### src/rtl/opf_pkg.sv
package opf_pkg;

  localparam int MODE_W = 4;

  typedef enum logic [MODE_W-1:0] {
    MODE_DIRECT  = 4'd0,
    MODE_IMM     = 4'd1,
    MODE_IND     = 4'd2,
    MODE_PCREL   = 4'd3,
    MODE_IDX     = 4'd4,
    MODE_BASE    = 4'd5,
    MODE_REG     = 4'd6,
    MODE_REGIND  = 4'd7,
    MODE_POSTINC = 4'd8,
    MODE_PREDEC  = 4'd9
  } mode_e;

  typedef enum logic [1:0] {
    ACC_NONE,
    ACC_ONE,
    ACC_TWO
  } access_e;

  typedef enum logic [2:0] {
    SRC_ZERO,
    SRC_PC,
    SRC_IDX,
    SRC_BASE,
    SRC_REG,
    SRC_REGM1
  } src_e;

  typedef enum logic [1:0] {
    IMM_ZERO,
    IMM_FIELD,
    IMM_REG
  } imm_e;

  typedef enum logic [2:0] {
    ST_IDLE,
    ST_PTR_RD,
    ST_PTR_WAIT,
    ST_OP_RD,
    ST_OP_WAIT
  } state_e;

  typedef struct packed {
    access_e access;
    src_e    src;
    logic    add_field;
    imm_e    imm;
    logic    wb_en;
    logic    wb_dec;
  } ctrl_t;

endpackage

### src/rtl/opf_mode_dec.sv
module opf_mode_dec
  import opf_pkg::*;
(
  input  logic [MODE_W-1:0] mode_i,
  output ctrl_t             ctrl_o
);

  always_comb begin
    ctrl_o.access    = ACC_NONE;
    ctrl_o.src       = SRC_ZERO;
    ctrl_o.add_field = 1'b0;
    ctrl_o.imm       = IMM_ZERO;
    ctrl_o.wb_en     = 1'b0;
    ctrl_o.wb_dec    = 1'b0;
    case (mode_i)
      MODE_DIRECT: begin
        ctrl_o.access    = ACC_ONE;
        ctrl_o.add_field = 1'b1;
      end
      MODE_IMM: begin
        ctrl_o.imm = IMM_FIELD;
      end
      MODE_IND: begin
        ctrl_o.access    = ACC_TWO;
        ctrl_o.add_field = 1'b1;
      end
      MODE_PCREL: begin
        ctrl_o.access    = ACC_ONE;
        ctrl_o.src       = SRC_PC;
        ctrl_o.add_field = 1'b1;
      end
      MODE_IDX: begin
        ctrl_o.access    = ACC_ONE;
        ctrl_o.src       = SRC_IDX;
        ctrl_o.add_field = 1'b1;
      end
      MODE_BASE: begin
        ctrl_o.access    = ACC_ONE;
        ctrl_o.src       = SRC_BASE;
        ctrl_o.add_field = 1'b1;
      end
      MODE_REG: begin
        ctrl_o.imm = IMM_REG;
      end
      MODE_REGIND: begin
        ctrl_o.access = ACC_ONE;
        ctrl_o.src    = SRC_REG;
      end
      MODE_POSTINC: begin
        ctrl_o.access = ACC_ONE;
        ctrl_o.src    = SRC_REG;
        ctrl_o.wb_en  = 1'b1;
      end
      MODE_PREDEC: begin
        ctrl_o.access = ACC_ONE;
        ctrl_o.src    = SRC_REGM1;
        ctrl_o.wb_en  = 1'b1;
        ctrl_o.wb_dec = 1'b1;
      end
      default: begin
        ctrl_o.access = ACC_NONE;
      end
    endcase
  end

  // write-back is only ever requested by single-read register modes
  always_comb begin
    assert_wb_single_R7: assert (!ctrl_o.wb_en || (ctrl_o.access == ACC_ONE && ctrl_o.src inside {SRC_REG, SRC_REGM1}));
  end

endmodule

### src/rtl/opf_ea_calc.sv
module opf_ea_calc
  import opf_pkg::*;
#(
  parameter int W = 12
) (
  input  ctrl_t          ctrl_i,
  input  logic [W-1:0]   field_i,
  input  logic [W-1:0]   pc_i,
  input  logic [W-1:0]   idx_i,
  input  logic [W-1:0]   base_i,
  input  logic [W-1:0]   reg_i,
  output logic [W-1:0]   addr_o,
  output logic [W-1:0]   imm_o,
  output logic [W-1:0]   wb_val_o
);

  localparam logic [W-1:0] STEP = W'(1);

  logic [W-1:0] reg_inc;
  logic [W-1:0] reg_dec;
  logic [W-1:0] base_val;
  logic [W-1:0] offset;

  assign reg_inc = reg_i + STEP;
  assign reg_dec = reg_i - STEP;

  always_comb begin
    case (ctrl_i.src)
      SRC_PC:    base_val = pc_i;
      SRC_IDX:   base_val = idx_i;
      SRC_BASE:  base_val = base_i;
      SRC_REG:   base_val = reg_i;
      SRC_REGM1: base_val = reg_dec;
      default:   base_val = '0;
    endcase
  end

  assign offset = ctrl_i.add_field ? field_i : '0;
  assign addr_o = base_val + offset;

  always_comb begin
    case (ctrl_i.imm)
      IMM_FIELD: imm_o = field_i;
      IMM_REG:   imm_o = reg_i;
      default:   imm_o = '0;
    endcase
  end

  assign wb_val_o = ctrl_i.wb_dec ? reg_dec : reg_inc;

  // pre-decrement address and its write-back value are the same word
  always_comb begin
    if (ctrl_i.src == SRC_REGM1 && ctrl_i.wb_en) begin
      assert_predec_match_R7: assert (addr_o == wb_val_o);
    end
  end

endmodule

### src/rtl/opf_seq.sv
module opf_seq
  import opf_pkg::*;
#(
  parameter int W = 12
) (
  input  logic          clk,
  input  logic          rst_n,
  input  logic          start_i,
  input  access_e       access_i,
  input  logic [W-1:0]  first_addr_i,
  input  logic [W-1:0]  imm_val_i,
  input  logic          wb_en_i,
  input  logic [W-1:0]  wb_val_i,
  output logic          mem_rd_o,
  output logic [W-1:0]  mem_addr_o,
  input  logic [W-1:0]  mem_rdata_i,
  output logic          done_o,
  output logic [W-1:0]  operand_o,
  output logic [W-1:0]  ea_o,
  output logic          reg_we_o,
  output logic [W-1:0]  reg_wdata_o
);

  state_e       state_q, state_d;
  logic [W-1:0] addr_q, addr_d;
  logic         wb_en_q, wb_en_d;
  logic [W-1:0] wb_val_q, wb_val_d;
  logic         done_q, done_d;
  logic [W-1:0] operand_q, operand_d;
  logic [W-1:0] ea_q, ea_d;
  logic         we_q, we_d;
  logic [W-1:0] wdata_q, wdata_d;
  logic         take;

  assign take = (state_q == ST_IDLE) && start_i;

  always_comb begin
    state_d   = state_q;
    addr_d    = addr_q;
    wb_en_d   = wb_en_q;
    wb_val_d  = wb_val_q;
    done_d    = 1'b0;
    operand_d = operand_q;
    ea_d      = ea_q;
    we_d      = 1'b0;
    wdata_d   = wdata_q;
    case (state_q)
      ST_IDLE: begin
        if (take) begin
          wb_en_d  = wb_en_i;
          wb_val_d = wb_val_i;
          addr_d   = first_addr_i;
          case (access_i)
            ACC_ONE: state_d = ST_OP_RD;
            ACC_TWO: state_d = ST_PTR_RD;
            default: begin
              done_d    = 1'b1;
              operand_d = imm_val_i;
              ea_d      = '0;
            end
          endcase
        end
      end
      ST_PTR_RD:   state_d = ST_PTR_WAIT;
      ST_PTR_WAIT: begin
        addr_d  = mem_rdata_i;
        state_d = ST_OP_RD;
      end
      ST_OP_RD:    state_d = ST_OP_WAIT;
      ST_OP_WAIT: begin
        operand_d = mem_rdata_i;
        ea_d      = addr_q;
        done_d    = 1'b1;
        we_d      = wb_en_q;
        wdata_d   = wb_val_q;
        state_d   = ST_IDLE;
      end
      default:     state_d = ST_IDLE;
    endcase
  end

  always_ff @(posedge clk or negedge rst_n) begin
    if (!rst_n) begin
      state_q   <= ST_IDLE;
      addr_q    <= '0;
      wb_en_q   <= 1'b0;
      wb_val_q  <= '0;
      done_q    <= 1'b0;
      operand_q <= '0;
      ea_q      <= '0;
      we_q      <= 1'b0;
      wdata_q   <= '0;
    end else begin
      state_q   <= state_d;
      addr_q    <= addr_d;
      wb_en_q   <= wb_en_d;
      wb_val_q  <= wb_val_d;
      done_q    <= done_d;
      operand_q <= operand_d;
      ea_q      <= ea_d;
      we_q      <= we_d;
      wdata_q   <= wdata_d;
    end
  end

  assign mem_rd_o    = (state_q == ST_PTR_RD) || (state_q == ST_OP_RD);
  assign mem_addr_o  = addr_q;
  assign done_o      = done_q;
  assign operand_o   = operand_q;
  assign ea_o        = ea_q;
  assign reg_we_o    = we_q;
  assign reg_wdata_o = wdata_q;

  assert_done_pulse_R9: assert property (@(posedge clk) disable iff (!rst_n)
    done_o |=> !done_o);

  assert_read_spacing_R2: assert property (@(posedge clk) disable iff (!rst_n)
    mem_rd_o |=> (!mem_rd_o && !done_o));

  assert_read_done_R2: assert property (@(posedge clk) disable iff (!rst_n)
    (state_q == ST_OP_WAIT) |=> (done_o && operand_o == $past(mem_rdata_i)));

  assert_ptr_follow_R4: assert property (@(posedge clk) disable iff (!rst_n)
    (state_q == ST_PTR_WAIT) |=> (mem_rd_o && mem_addr_o == $past(mem_rdata_i)));

  assert_nomem_quick_R3: assert property (@(posedge clk) disable iff (!rst_n)
    (take && access_i == ACC_NONE) |=> (done_o && !mem_rd_o && operand_o == $past(imm_val_i)));

  assert_wb_with_done_R7: assert property (@(posedge clk) disable iff (!rst_n)
    reg_we_o |-> done_o);

  assert_busy_ignore_R10: assert property (@(posedge clk) disable iff (!rst_n)
    (state_q != ST_IDLE && state_q != ST_OP_WAIT) |=> !done_o);

endmodule

### src/rtl/opfetch_unit.sv
module opfetch_unit
  import opf_pkg::*;
#(
  parameter int W           = 12,
  parameter int SYNC_STAGES = 2
) (
  input  logic              clk,
  input  logic              rst_n,
  input  logic              start_i,
  input  logic [MODE_W-1:0] mode_i,
  input  logic [W-1:0]      field_i,
  input  logic [W-1:0]      pc_i,
  input  logic [W-1:0]      idx_i,
  input  logic [W-1:0]      base_i,
  input  logic [W-1:0]      reg_i,
  output logic              mem_rd_o,
  output logic [W-1:0]      mem_addr_o,
  input  logic [W-1:0]      mem_rdata_i,
  output logic              done_o,
  output logic [W-1:0]      operand_o,
  output logic [W-1:0]      ea_o,
  output logic              reg_we_o,
  output logic [W-1:0]      reg_wdata_o
);

  logic [SYNC_STAGES-1:0] rst_sync_q;
  logic                   rst_int_n;

  always_ff @(posedge clk or negedge rst_n) begin
    if (!rst_n) begin
      rst_sync_q <= '0;
    end else begin
      rst_sync_q <= {rst_sync_q[SYNC_STAGES-2:0], 1'b1};
    end
  end

  assign rst_int_n = rst_sync_q[SYNC_STAGES-1];

  ctrl_t        ctrl;
  logic [W-1:0] first_addr;
  logic [W-1:0] imm_val;
  logic [W-1:0] wb_val;

  opf_mode_dec u_dec (
    .mode_i (mode_i),
    .ctrl_o (ctrl)
  );

  opf_ea_calc #(.W(W)) u_ea (
    .ctrl_i   (ctrl),
    .field_i  (field_i),
    .pc_i     (pc_i),
    .idx_i    (idx_i),
    .base_i   (base_i),
    .reg_i    (reg_i),
    .addr_o   (first_addr),
    .imm_o    (imm_val),
    .wb_val_o (wb_val)
  );

  opf_seq #(.W(W)) u_seq (
    .clk          (clk),
    .rst_n        (rst_int_n),
    .start_i      (start_i),
    .access_i     (ctrl.access),
    .first_addr_i (first_addr),
    .imm_val_i    (imm_val),
    .wb_en_i      (ctrl.wb_en),
    .wb_val_i     (wb_val),
    .mem_rd_o     (mem_rd_o),
    .mem_addr_o   (mem_addr_o),
    .mem_rdata_i  (mem_rdata_i),
    .done_o       (done_o),
    .operand_o    (operand_o),
    .ea_o         (ea_o),
    .reg_we_o     (reg_we_o),
    .reg_wdata_o  (reg_wdata_o)
  );

  // nothing leaves the block while the internal reset is held
  assert_reset_quiet_R1: assert property (@(posedge clk)
    !rst_int_n |-> (!done_o && !mem_rd_o && !reg_we_o));

endmodule

### config.mk
export PLATFORM = sky130hd
export DESIGN_NAME = opfetch_unit
export DESIGN_NICKNAME = d
export VERILOG_FILES = /design/src/rtl/opf_pkg.sv /design/src/rtl/opf_mode_dec.sv /design/src/rtl/opf_ea_calc.sv /design/src/rtl/opf_seq.sv /design/src/rtl/opfetch_unit.sv
export SDC_FILE = /design/constraint.sdc
export NUM_CORES = 1
export LEC_CHECK = 0
export ABC_AREA = 1
export CAP_MARGIN = 20
export CORE_ASPECT_RATIO = 1.75
export CORE_UTILIZATION = 44
export CTS_CLUSTER_SIZE = 25
export DETAILED_ROUTE_END_ITERATION = 16
export GPL_ROUTABILITY_DRIVEN = 0
export GPL_TIMING_DRIVEN = 1
export PLACE_DENSITY = 0.85
export SYNTH_ARGS = -nofsm -noshare
export SYNTH_HDL_FRONTEND = slang
export SYNTH_SLANG_ARGS = --single-unit
### constraint.sdc
create_clock -name clk -period 2.2 [get_ports clk]
set_input_delay 0.55 -clock clk [delete_from_list [all_inputs] [get_ports clk]]
set_output_delay 0.55 -clock clk [all_outputs]
set_load 0.01 [all_outputs]
# --- Yosys cells after proc, flatten, opt, wreduce, memory -nomap -nowiden ---
# Index checks and enable logic that the tools add are counted.
op_classes:
  add_sub_neg: 3
  eq_ne: 25
  mux: 25
  n_reduce_logical: 15
ops:
  columns: ["cell", "n"]
  rows:
  - ["one-hot mux 12 bit (2 select lines)", 4]
  - ["2-to-1 mux 12 bit", 7]
  - ["one-hot mux 12 bit (5 select lines)", 1]
  - ["equality test 4 x 3 -> 1 bit, second input constant", 4]
  - ["one-hot mux 3 bit (5 select lines)", 1]
  - ["adder 12 x 1 -> 12 bit, second input constant", 1]
  - ["adder 12 bit", 1]
  - ["equality test 3 x 2 -> 1 bit, second input constant", 4]
  - ["one-hot mux 3 bit (4 select lines)", 1]
  - ["subtractor 12 x 1 -> 12 bit, second input constant", 1]
  - ["equality test 3 bit, second input constant", 3]
  - ["equality test 4 x 2 -> 1 bit, second input constant", 2]
  - ["equality test 4 bit, second input constant", 2]
  - ["one-hot mux 2 bit (2 select lines)", 2]
  - ["OR reduction 7 bit", 1]
  - ["equality test 3 x 1 -> 1 bit, second input constant", 2]
  - ["2-to-1 mux 1 bit", 6]
  - ["one-hot mux 3 bit (2 select lines)", 1]
  - ["AND reduction 2 bit", 3]
  - ["OR reduction 2 bit", 3]
  - ["OR reduction 5 bit", 1]
  - ["equality test 2 x 1 -> 1 bit, second input constant", 2]
  - ["equality test 2 bit, second input constant", 2]
  - ["equality test 4 x 1 -> 1 bit, second input constant", 1]
  - ["other kinds (11)", 12]
word_totals:
  output_inout_bits: 51
  reg_bits: 68
  word_cells: 78
  inputBits: 79

# --- Depth between registers and ports, before layout ---
depth:
  word_depth: 8
  depth_mapped: 19
  ltp_nobuf: 19

# --- Cells and area by module ---
# From an unflattened synthesis, not the netlist that was laid out.
unflattened:
  cells_unflattened: 713
  area_unflattened_um2: 4843.4
modules_own_cells:
  columns: ["mod", "instances", "cells_per_inst", "seq_area_each_um2", "area_each_um2"]
  rows:
  - ["opf_seq", 1, 348, 1651.6, 2901.5]
  - ["opf_ea_calc", 1, 331, 0.0, 1731.7]
  - ["opf_mode_dec", 1, 31, 0.0, 156.4]
  - ["opfetch_unit", 1, 3, 50.0, 53.8]

# --- Worst setup path before layout ---
# Ideal clock, no wire load.
synth_timing:
  path_kind: "input-to-reg"
  from: "in mode_i[0]"
  to: "reg u_seq.addr_q[6], in the netlist u_seq.mem_addr_o[6]"
  stages: 15
  setup_time_ns: 0.146
  slack_ns: -0.526
  required_time_ns: 2.054
  arrival_ns: 2.580
  n_path_buf: 1
  cell_sequence: "inv_1 -> nor2_1 -> inv_1 -> nand2_1 -> nand2_1 -> inv_1 -> clkbuf_1 -> nor2_1 -> ha_1 -> fa_1 -> nand3_1 -> nand3_1 -> a21oi_1 -> xor2_1 -> o221ai_1"
synth_via:
  elab_chain_cells: 8
  word_cells_on_any_way: 22
  classes_between: "add/sub (1); eq/ne (12); mux (6); reduce/logical (3)"
synth_lines:
  columns: ["element", "line_no", "source"]
  rows:
  - ["start: declaration", "opfetch_unit.sv:10", "input logic [MODE_W-1:0] mode_i,"]
  - ["equality test 4 x 3 -> 1 bit / equality test 4 bit (equally long branches)", "opf_mode_dec.sv:15", "case (mode_i)"]
  - ["OR reduction 2 bit (no line)", null, null]
  - ["one-hot mux 3 bit (5 select lines)", "opf_mode_dec.sv:15", null]
  - ["equality test 3 bit, or another cell as far along", null, null]
  - ["one-hot mux 12 bit (5 select lines)", "opf_ea_calc.sv:28", "case (ctrl_i.src)"]
  - ["adder 12 bit *", "opf_ea_calc.sv:39", "assign addr_o = base_val + offset;"]
  - ["2-to-1 mux 12 bit *", "opf_seq.sv:49", "if (take) begin"]
  - ["one-hot mux 12 bit (2 select lines) *", "opf_seq.sv:47", "case (state_q)"]
  - ["end signal: assignment", "opf_seq.sv:95", "addr_q <= addr_d;"]
  - ["end: declaration", "opf_seq.sv:25", "logic [W-1:0] addr_q, addr_d;"]
# Mark *: on every way between the ends. The rest lies on a longest branch, timed or not. The select of a mux whose other input is x is not followed.
# A chain may end at the register's enable or synchronous reset.

# --- Worst setup path after layout ---
layout_timing:
  from: "in reg_i[2]"
  to: "reg u_seq.addr_q[8], in the netlist u_seq.mem_addr_o[8]"
layout_via:
  elab_chain_cells: 5
layout_lines:
  columns: ["element", "line_no", "source"]
  rows:
  - ["start: declaration", "opfetch_unit.sv:15", "input logic [W-1:0] reg_i,"]
  - ["subtractor 12 x 1 -> 12 bit", "opf_ea_calc.sv:25", "assign reg_dec = reg_i - STEP;"]
  - ["one-hot mux 12 bit (5 select lines) *", "opf_ea_calc.sv:28", null]
  - ["adder 12 bit *", "opf_ea_calc.sv:39", null]
  - ["2-to-1 mux 12 bit *", "opf_seq.sv:49", null]
  - ["one-hot mux 12 bit (2 select lines) *", "opf_seq.sv:47", null]
# Marks and branches as above.

==> flow_summary.yaml <==
run_status:
  status: "finished, violations left"
  violations: "setup timing"
synthesis:
  synth.area.top_cells: "dfrtp_1 (37%), nand2_1 (10%), nand3_1 (7.4%)"
  synth-adder-area-share_pct: 4.80
  synth_seq_area_share_pct: 37.1
  synth_common_cells: "nand2_1 (122), inv_1 (86), dfrtp_1 (68), nand3_1 (68), nor2_1 (55)"
  netlist.area_leader.share_pct: 37.1
  synth.distinct_cells: 47
  ys_warn_count: 0
  synth.largest_area_cell: "dfrtp_1"
  synth.area.mux_share_pct: 0.490
  netlist_instances: 631
  ys.flop_type: "dfrtp_1"
  yosysMostFrequentCell: "nand2_1"
  syn_area_per_cell_sq_um: 7.28
  synth_top_family_by_area: "simple AND/OR/NAND/NOR gates"
  synth_compound_gate_area_share_pct: 17.3
  syn_area_sq_um: 4590
  synth_edf_count: 0
  synth_seq_cells: 68
  synth_fp_nets: 727
  synth-simple-area-share_pct: 28.0
  synth_xor_area_share_pct: 1.53
  async_reset_ff_share_pct: 100
timing:
  rsz0062_at_grt: "true"
  fin_setup_tns_ns: -3.34
  holdWs_ns: 0.261
  fin_skew_ns: 0.00672
  timing.final.ws_setup_ns: -0.500
  finalMaxSlewViolations: 0
  max_clock_freq_mhz: 370
  hold_violations: 0
  setup_viol: 11
  period_needed_ns: 2.70
  timing.final.crit_share_pct: 123
layout:
  regArea_sq_um: 1700
  syn2layout_area_growth_pct: 74.1
  antenna_cells: 0
  layout.nets: 989
  multiInputGateArea_sq_um: 2960
  layout-drive-gt1-share_pct: 35.0
  nFillCells: 575
  design_area_sq_um: 7990
cts:
  cts_buffers: 9
  clk_latency_ns: 0.33
  cts.htree.levels: 3
  cts_sinks: 68
  clock_path_buffers: 2
  cts-root-buf: "clkbuf_16"
  tritoncts: "done"
  clkSlewWorstSetupHoldPaths_ns: 0.05
  postCtsHoldBufs: 0
setup_path:
  critPathMaxFanout: 5
  crit_slowest_cell: "o21ai_0"
  crit_path_frequent_cell: "nand2_1"
  crit_path_cell_trace: "buf_4 -> buf_6 -> nor2_4 -> nand2_1 -> o21ai_0 -> nand3_1 -> nand3_2 -> ha_4 -> buf_4 -> nand2_1 -> inv_1 -> a21oi_1 -> nand2_1 -> a21oi_2 -> o21ai_2 -> o211ai_1"
  slowest_delay_ns: 0.30
  crit_required_ns: 2.44
  cp.arrival_ns: 2.94
  critPathLaunchType: "primary input"
  critPathKind: "in -> reg"
  r2r_cells: 6
  end_kind: "flip-flop"
detailed_routing:
  drt_iter0_markers: 904
  ant_nets: 0
  via_per_inst: 6.18
  drc: 0
  vias: 6333
  detail_route.wl_per_cell_microns: 21.0
  firstDrtPassIters: 12
  drt-total-wl_mm: 21.5
power:
  ir_worst_vdd_v: 0.000654
  power.density_nw_per_um2: 877
  p_leak_uw: 0.00367
placement:
  placed_area_sq_um: 6850
  io_buffer_count: 129
  dp.final_hpwl_mm: 12.8
  place_ws_ns: -1.18
grt:
  grt_max_degree: 67
  grt_pass1_vias: 5956
  grt_antenna_before_repair: 0
  grt_pass1_wl_mm: 29.7
  grtUsageTotal_pct: 36.3
  grt_overflow: 0
hold_path:
  min_path_type: "reg -> async"
floorplan:
  core_sq_um: 10200
  die_area_sq_um: 10900
  boundaryPins: 130
  die_x_microns: 79.2
  die_h_microns: 137
  rows: 49
  initial_core_util_pct: 44.8
run:
  maxCapViolCount: 0
==> critical path, delay by kind of cell <==
| family | cells | cell delay (ns) |
|---|---|---|
| adders and majority gates | 1 | 0.23 |
| and+or+nand+nor | 6 | 0.83 |
| AOI/OAI and AO/OA | 5 | 0.84 |
| buffers and inverters | 4 | 0.48 |
==> routing by layer <==
metal  routed length (microns)  GRT usage (%)  up-vias
met4                      2580           33.0        0
met3                      2250           8.33      251
li1                          -              -     2644
met2                      9920           60.1      611
met5                         0              0        -
met1                      6740           37.7     2827
==> power by group <==
part / total [uW] / switching, uW / internal, uW
logic: 3470 / 1810 / 1660
registers: 2140 / 316 / 1820
clock network: 1400 / 498 / 905
total: 7010 / 2620 / 4390
==> registers in the layout, summed over array words and instances, names as in the netlist <==
register and count:
u_seq.ea_o 12, u_seq.mem_addr_o 12, u_seq.operand_o 12, u_seq.reg_wdata_o 12, u_seq.wb_val_q 12, u_seq.state_q 3
rst_sync_q 2, u_seq.done_o 1, u_seq.reg_we_o 1, u_seq.wb_en_q 1
==> cell families after synthesis <==
kind of cell | after synthesis
buffers and inverters | 122
xor gates and xnor gates | 8
adders and majority gates | 17
and+or+nand+nor | 283
other | 1
DFF | 68
AOI/OAI and AO/OA | 130
muxes | 2
==> through the flow <==
stage               utilization [%]  cells  power, uW
global placement               66.9    968       5160
finish                         78.1   1025       7010
floorplan                         -    631       3680
CTS                            75.5   1014       6840
global route                   78.1   1025       7390
detailed placement             66.9    968       5290
==> worst paths after layout <==
kind	start	slack, ns	to
min in group clk	rst_sync_q[0]$_DFF_PN0_	0.36	rst_sync_q[1]$_DFF_PN0_
max in group asynchronous	rst_sync_q[1]$_DFF_PN0_	1.64	u_seq.ea_o[5]$_DFFE_PN0P_
max	reg_i[2]	-0.50	u_seq.mem_addr_o[8]$_DFFE_PN0P_
min	rst_sync_q[1]$_DFF_PN0_	0.26	u_seq.reg_wdata_o[3]$_DFFE_PN0P_
max reg2reg	u_seq.state_q[0]$_DFFE_PN0P_	0.42	u_seq.wb_en_q$_DFFE_PN0P_
min reg2reg	rst_sync_q[1]$_DFF_PN0_	0.26	u_seq.reg_wdata_o[3]$_DFFE_PN0P_
==> final cells by class <==
class / count / share of cell area, %
Sequential cell: 68 / 21.3
Inverter: 94 / 4.77
Clock buffer: 12 / 3.08
Timing Repair Buffer: 279 / 31.2
Clock inverter: 4 / 0.611
Multi-Input combinational cell: 441 / 37.0
Tap cell: 127 / 1.99
==> cells in the final DEF, fill, tap and decap left out, drive strengths merged, types with 18 or more instances in the layout <==
master	count
buf	159
nand2	126
clkdlybuf4s50	113
inv	91
nand3	72
dfrtp	68
nor2	62
o21ai	53
o22ai	18
==> repair_timing <==
item,4_1_cts,5_1_grt
buffers inserted,32,14
resized for setup,156,47
setup endpoints to repair,39,32
pin swaps,59,27
Power figures use the tool's default switching activity.
